File: config.mk
export PLATFORM = sky130hd
export DESIGN_NAME = cache_cyc_arb
export DESIGN_NICKNAME = d
export VERILOG_FILES = /design/src/rtl/cca_pkg.sv /design/src/rtl/cca_prio_enc.sv /design/src/rtl/cca_pair_seq.sv /design/src/rtl/cache_cyc_arb.sv
export SDC_FILE = /design/constraint.sdc
export NUM_CORES = 1
export LEC_CHECK = 0
export CORE_AREA = 2 2 39 41
export CTS_CLUSTER_SIZE = 12
export DETAILED_ROUTE_END_ITERATION = 7
export DIE_AREA = 0 0 41 43
export DONT_BUFFER_PORTS = 1
export GPL_ROUTABILITY_DRIVEN = 0
export GPL_TIMING_DRIVEN = 0
export HOLD_SLACK_MARGIN = 0.03
export PLACE_DENSITY = 0.55
export SYNTH_ARGS = -nofsm -noshare
export SYNTH_HDL_FRONTEND = slang
export SYNTH_SLANG_ARGS = --single-unit
File: constraint.sdc
create_clock -name clk_i -period 1.8 [get_ports clk_i]
set_input_delay 0.54 -clock clk_i [delete_from_list [all_inputs] [get_ports clk_i]]
set_output_delay 0.54 -clock clk_i [all_outputs]
set_load 0.005 [all_outputs]
File: src/rtl/cca_pkg.sv
package cca_pkg;
  localparam int NUM_CYC       = 11;
  localparam int CYC_DUMP2     = 0;
  localparam int CYC_IO_FAST   = 1;
  localparam int CYC_CDUMP     = 2;
  localparam int CYC_RD_AROUND = 3;
  localparam int CYC_MSTORE    = 4;
  localparam int CYC_EFETCH    = 5;
  localparam int CYC_SCHK      = 6;
  localparam int CYC_IFETCH2   = 7;
  localparam int CYC_ESTORE    = 8;
  localparam int CYC_IFETCH1   = 9;
  localparam int CYC_IO_SLOW   = 10;
endpackage

File: src/rtl/cca_prio_enc.sv
module cca_prio_enc #(
  parameter int W = 11
) (
  input  logic [W-1:0] req_i,
  output logic [W-1:0] gnt_o
);
  // taken[i]: some lane below i is requesting
  logic [W-1:0] taken;
  assign taken[0] = 1'b0;

  for (genvar i = 0; i < W; i++) begin : g_lane
    assign gnt_o[i] = req_i[i] & ~taken[i];
    if (i < W - 1) begin : g_nxt
      assign taken[i+1] = taken[i] | req_i[i];
    end
  end
endmodule

File: src/rtl/cca_pair_seq.sv
module cca_pair_seq #(
  parameter  int N_PAIR = 2,
  localparam int PW     = $clog2(N_PAIR)
) (
  input  logic              clk_i,
  input  logic              rst_ni,
  input  logic [N_PAIR-1:0] rdy_i,
  input  logic              take_i,
  output logic              req_o,
  output logic [PW-1:0]     pair_o,
  output logic              first_o,
  output logic [N_PAIR-1:0] pend_o
);
  // Arrival stamps modulo N_PAIR; next pair to write carries stamp == st_cnt_q.
  logic [N_PAIR-1:0] pend_q;
  logic [PW-1:0]     stamp_q [N_PAIR];
  logic [PW-1:0]     arr_cnt_q, st_cnt_q;
  logic [PW-1:0]     rank [N_PAIR];
  logic [PW-1:0]     arr_sum;
  logic [N_PAIR-1:0] head;
  logic              do_take;

  always_comb begin
    logic [PW-1:0] acc;
    acc = '0;
    for (int k = 0; k < N_PAIR; k++) begin
      rank[k] = acc;
      acc     = acc + PW'(rdy_i[k]);
    end
    arr_sum = acc;
  end

  for (genvar k = 0; k < N_PAIR; k++) begin : g_pair
    assign head[k] = pend_q[k] && (stamp_q[k] == st_cnt_q);

    always_ff @(posedge clk_i or negedge rst_ni) begin
      if (!rst_ni) begin
        pend_q[k]  <= 1'b0;
        stamp_q[k] <= '0;
      end else begin
        pend_q[k] <= (pend_q[k] & ~(do_take & head[k])) | rdy_i[k];
        if (rdy_i[k]) stamp_q[k] <= arr_cnt_q + rank[k];
      end
    end
  end

  always_comb begin
    pair_o = '0;
    for (int k = 0; k < N_PAIR; k++) begin
      if (head[k]) pair_o = PW'(k);
    end
  end

  assign req_o   = |head;
  assign do_take = take_i & req_o;
  assign first_o = (st_cnt_q == '0);
  assign pend_o  = pend_q;

  always_ff @(posedge clk_i or negedge rst_ni) begin
    if (!rst_ni) begin
      arr_cnt_q <= '0;
      st_cnt_q  <= '0;
    end else begin
      arr_cnt_q <= arr_cnt_q + arr_sum;
      if (do_take) st_cnt_q <= st_cnt_q + 1'b1;
    end
  end
endmodule

File: src/rtl/cache_cyc_arb.sv
module cache_cyc_arb
  import cca_pkg::*;
#(
  parameter  int N_PAIR = 2,
  localparam int PW     = $clog2(N_PAIR)
) (
  input  logic               clk_i,
  input  logic               rst_ni,
  input  logic [NUM_CYC-1:0] req_i,
  input  logic [N_PAIR-1:0]  pair_rdy_i,
  output logic [NUM_CYC-1:0] gnt_o,
  output logic [PW-1:0]      mst_pair_o,
  output logic               mst_first_o
);
  logic               mst_req;
  logic [PW-1:0]      mst_pair;
  logic               mst_first;
  logic [N_PAIR-1:0]  pend;
  logic [NUM_CYC-1:0] req_eff;
  logic [NUM_CYC-1:0] gnt;

  always_comb begin
    req_eff             = req_i;
    req_eff[CYC_MSTORE] = mst_req;  // fill write is sourced internally
  end

  cca_prio_enc #(.W(NUM_CYC)) u_enc (
    .req_i (req_eff),
    .gnt_o (gnt)
  );

  cca_pair_seq #(.N_PAIR(N_PAIR)) u_seq (
    .clk_i   (clk_i),
    .rst_ni  (rst_ni),
    .rdy_i   (pair_rdy_i),
    .take_i  (gnt[CYC_MSTORE]),
    .req_o   (mst_req),
    .pair_o  (mst_pair),
    .first_o (mst_first),
    .pend_o  (pend)
  );

  assign gnt_o       = rst_ni ? gnt : '0;
  assign mst_pair_o  = gnt_o[CYC_MSTORE] ? mst_pair : '0;
  assign mst_first_o = gnt_o[CYC_MSTORE] & mst_first;
endmodule

==> run summary <==
fraction of layout cells with a size suffix above 1: 0.5313
post-route ant nets: 0
Worst path slowest cell: dfrtp_1
achievable frequency: 525.4 MHz
Finished Cell Area: 740.7 sq um
Core Region: 1384 sq um
area grow syn2layout: 49.87%
Initial Util: 0.3571
fillers: 135
power per cell area: 1272 nW/um^2
Req. time, crit path: 1.26 ns
Final Cycle Share: 1.057
CTS H-tree lvls: 1
Mapped Cells: 53
run status: finished with violations
critical path cell sequence: or2b_4 > a21oi_4 > buf_4 > nor4b_4
R2R setup slack: 0.71 ns
register bit total from synthesis: 6
switching power: 391.0 uW
Cell Area, Synth: 494.2 sq um
EDFF count, synth: 0
switch share: 0.4151
Place WS: -0.06763 ns
Hold WS: 0.3814 ns
largest net degree at the start of global routing: 10
CP startpoint kind: register
Synth warnings: 0
Reg2Reg Launch Point: u_seq.stamp_q[0]
I/O pins: 28
routed wire length per instance: 14.90 um
post-synth cell types: 30
initial DRC count: 1
CP Max Fanout: 5
Total GRT Usage: 0.1410
Static Leak: 0.0002551 uW
CTS Buf Count: 3
clk_skew: 0.0003402 ns
worst hold start: pair_rdy_i[1]
global-route wire length before repair: 1.662 mm
Internal Power: 550.9 uW
Die ar.: 1763 sq um
Clk pin slew, worst setup/hold paths: 0.04 ns
Tmin final: 1.903 ns
FP Rows: 14
syn_nets: 68
nets: 81
CP arrival: 1.36 ns
final WL: 1.192 mm
Setup CP Type: register to output port
synthesized area per cell: 9.325 sq um
combinational fraction of design power: 0.638
chip height: 43 um
area post-placement: 584.3 sq um
Clock Tree Buf Depth: 2
Final setup viols: 8
Yosys top cell by area: dfrtp_1
vias per cell: 5.513
Hold Path Class: primary input to register
drt first pass iters: 2
Inserted Diodes: 0
CP endpoint kind: output port
DRC errors left: 0
DIE WIDTH: 41 um
sequential share of the synthesized area: 0.3038
Crit path largest cell delay: 0.39 ns
TNS Setup: -0.5620 ns
synth top area cells: dfrtp_1 30%, nor4_1 7.6%, nor4b_2 6.1%
TritonCTS clock tree: built
Top Layer Used: met3
Worst-Skew Late Latency: 0.24 ns
fin. max-slew vios: 0
Final WS setup: -0.1032 ns
Max VDD drop: 0.6698 mV
WL met2: 665 um
Synth async-reset ratio: 1.000
met1 WL: 453 um
failing checks: setup timing
Vias: 441
Overflow after GRT: 0
top cell type's share of synthesized area: 0.3038
met3 WL: 72 um
clk sinks: 6
Clock Root Buffer: clkbuf_4
CP startpoint: u_seq.pend_o[1]
clock network power share: 0.131
Slew @ Worst Pin: 0.3984 ns
initial antenna violation count: 0
vias in the first global route: 398
Buffers on Ports: 0
Max-slew headroom: 0.7338
sequential power share: 0.231
Top FF cell, synth: dfrtp_1
detailed placement HPWL: 768.2 um
max-cap violations: 0
total power: 941.9 uW
hold violation count in the final report: 0
RSZ-0062 raised after global routing: yes
-- power by group through the flow --
stage                     Clock (uW)  Combinational (uW)  Sequential [uW]
final                            123                 601              218
after global routing             134                 644              223
after CTS                        130                 528              219
after detailed placement           0                 354              221
after global placement             0                 350              222
after floorplan                    0                 316              214
-- area by class of cell --
class | count | area (sq um) | area share
multi-input combinational | 44 | 451.7 | 0.6098
buffer | 2 | 22.52 | 0.03041
tap | 16 | 20.02 | 0.02703
clock buffer | 3 | 22.52 | 0.03041
timing repair buffer | 9 | 73.82 | 0.09966
sequential | 6 | 150.1 | 0.2027
-- through the flow --
step | util | cells
2_1_floorplan | - | 53
3_3_place_gp | 0.4222 | 69
3_5_place_dp | 0.4222 | 69
4_1_cts | 0.5136 | 78
5_1_grt | 0.5353 | 80
6_report | 0.5353 | 80
-- path summary, 6_finish.rpt --
path / endpoint / cells past startpoint
max in group asynchronous: u_seq.stamp_q[1] / 1
setup / recovery: gnt_o[5] / 4
hold reg to reg: u_seq.stamp_q[1] / 1
min in group asynchronous: u_seq.st_cnt_q / 1
setup reg to reg: u_seq.st_cnt_q / 3
hold / removal: u_seq.stamp_q[0] / 1
-- placed cells by master (no fill, tap or decap), drive strengths merged, types with 2 or more instances in the layout --
master	n
buf	10
dfrtp	6
nor4	6
nand2	4
nand2b	4
nor2	4
xnor2	3
clkbuf	3
nor4b	2
o21ai	2
a21oi	2
and2	2
-- critical path, delay by kind of cell (launching register included) --
kind / cells / cell delay, ns
AO/OA/AOI/OAI: 1 / 0.07
buffers and inverters: 1 / 0.15
flip-flops: 1 / 0.39
AND/OR/NAND/NOR: 2 / 0.52
-- registers in the layout (all words and copies together) (netlist names) --
name / flops
u_seq.st_cnt_q: 1
u_seq.stamp_q: 2
u_seq.arr_cnt_q: 1
u_seq.pend_o: 2
-- repair_timing --
item | 4_1_cts | 5_1_grt
hold buffers | 1 | 0
gates resized for setup | 9 | 3
buffers inserted | 6 | 2
pin swaps | 4 | 3
endpoints found under the setup margin | 8 | 9
hold endpoints to repair | 6 | 0
-- per-layer routing --
metal,vias to the layer above,global-route usage
met5,-,0
met4,0,0.08000
met3,0,0.03141
met2,17,0.2344
met1,205,0.1528
li1,219,-
-- cells in the mapped netlist, drive strengths merged (2+ instances only) --
cell and number:
a21oi 2, and2 2, buf 2, dfrtp 6, nand2 4, nand2b 4
nor2 4, nor4 6, nor4b 2, o21ai 2, xnor2 3
-- kinds of logic (layout without fill, tap and decap cells) --
kind of cell              after synthesis  in the layout  synth area share
buffers and inverters                   3             14           0.04049
and+or+nand+nor                        30             30            0.4304
xor gates and xnor gates                4              4           0.07090
AOI/OAI and AO/OA                       9              9            0.1317
DFF                                     6              6            0.3038
muxes                                   1              1           0.02278
No activity file was read; power rests on OpenSTA's default activity.
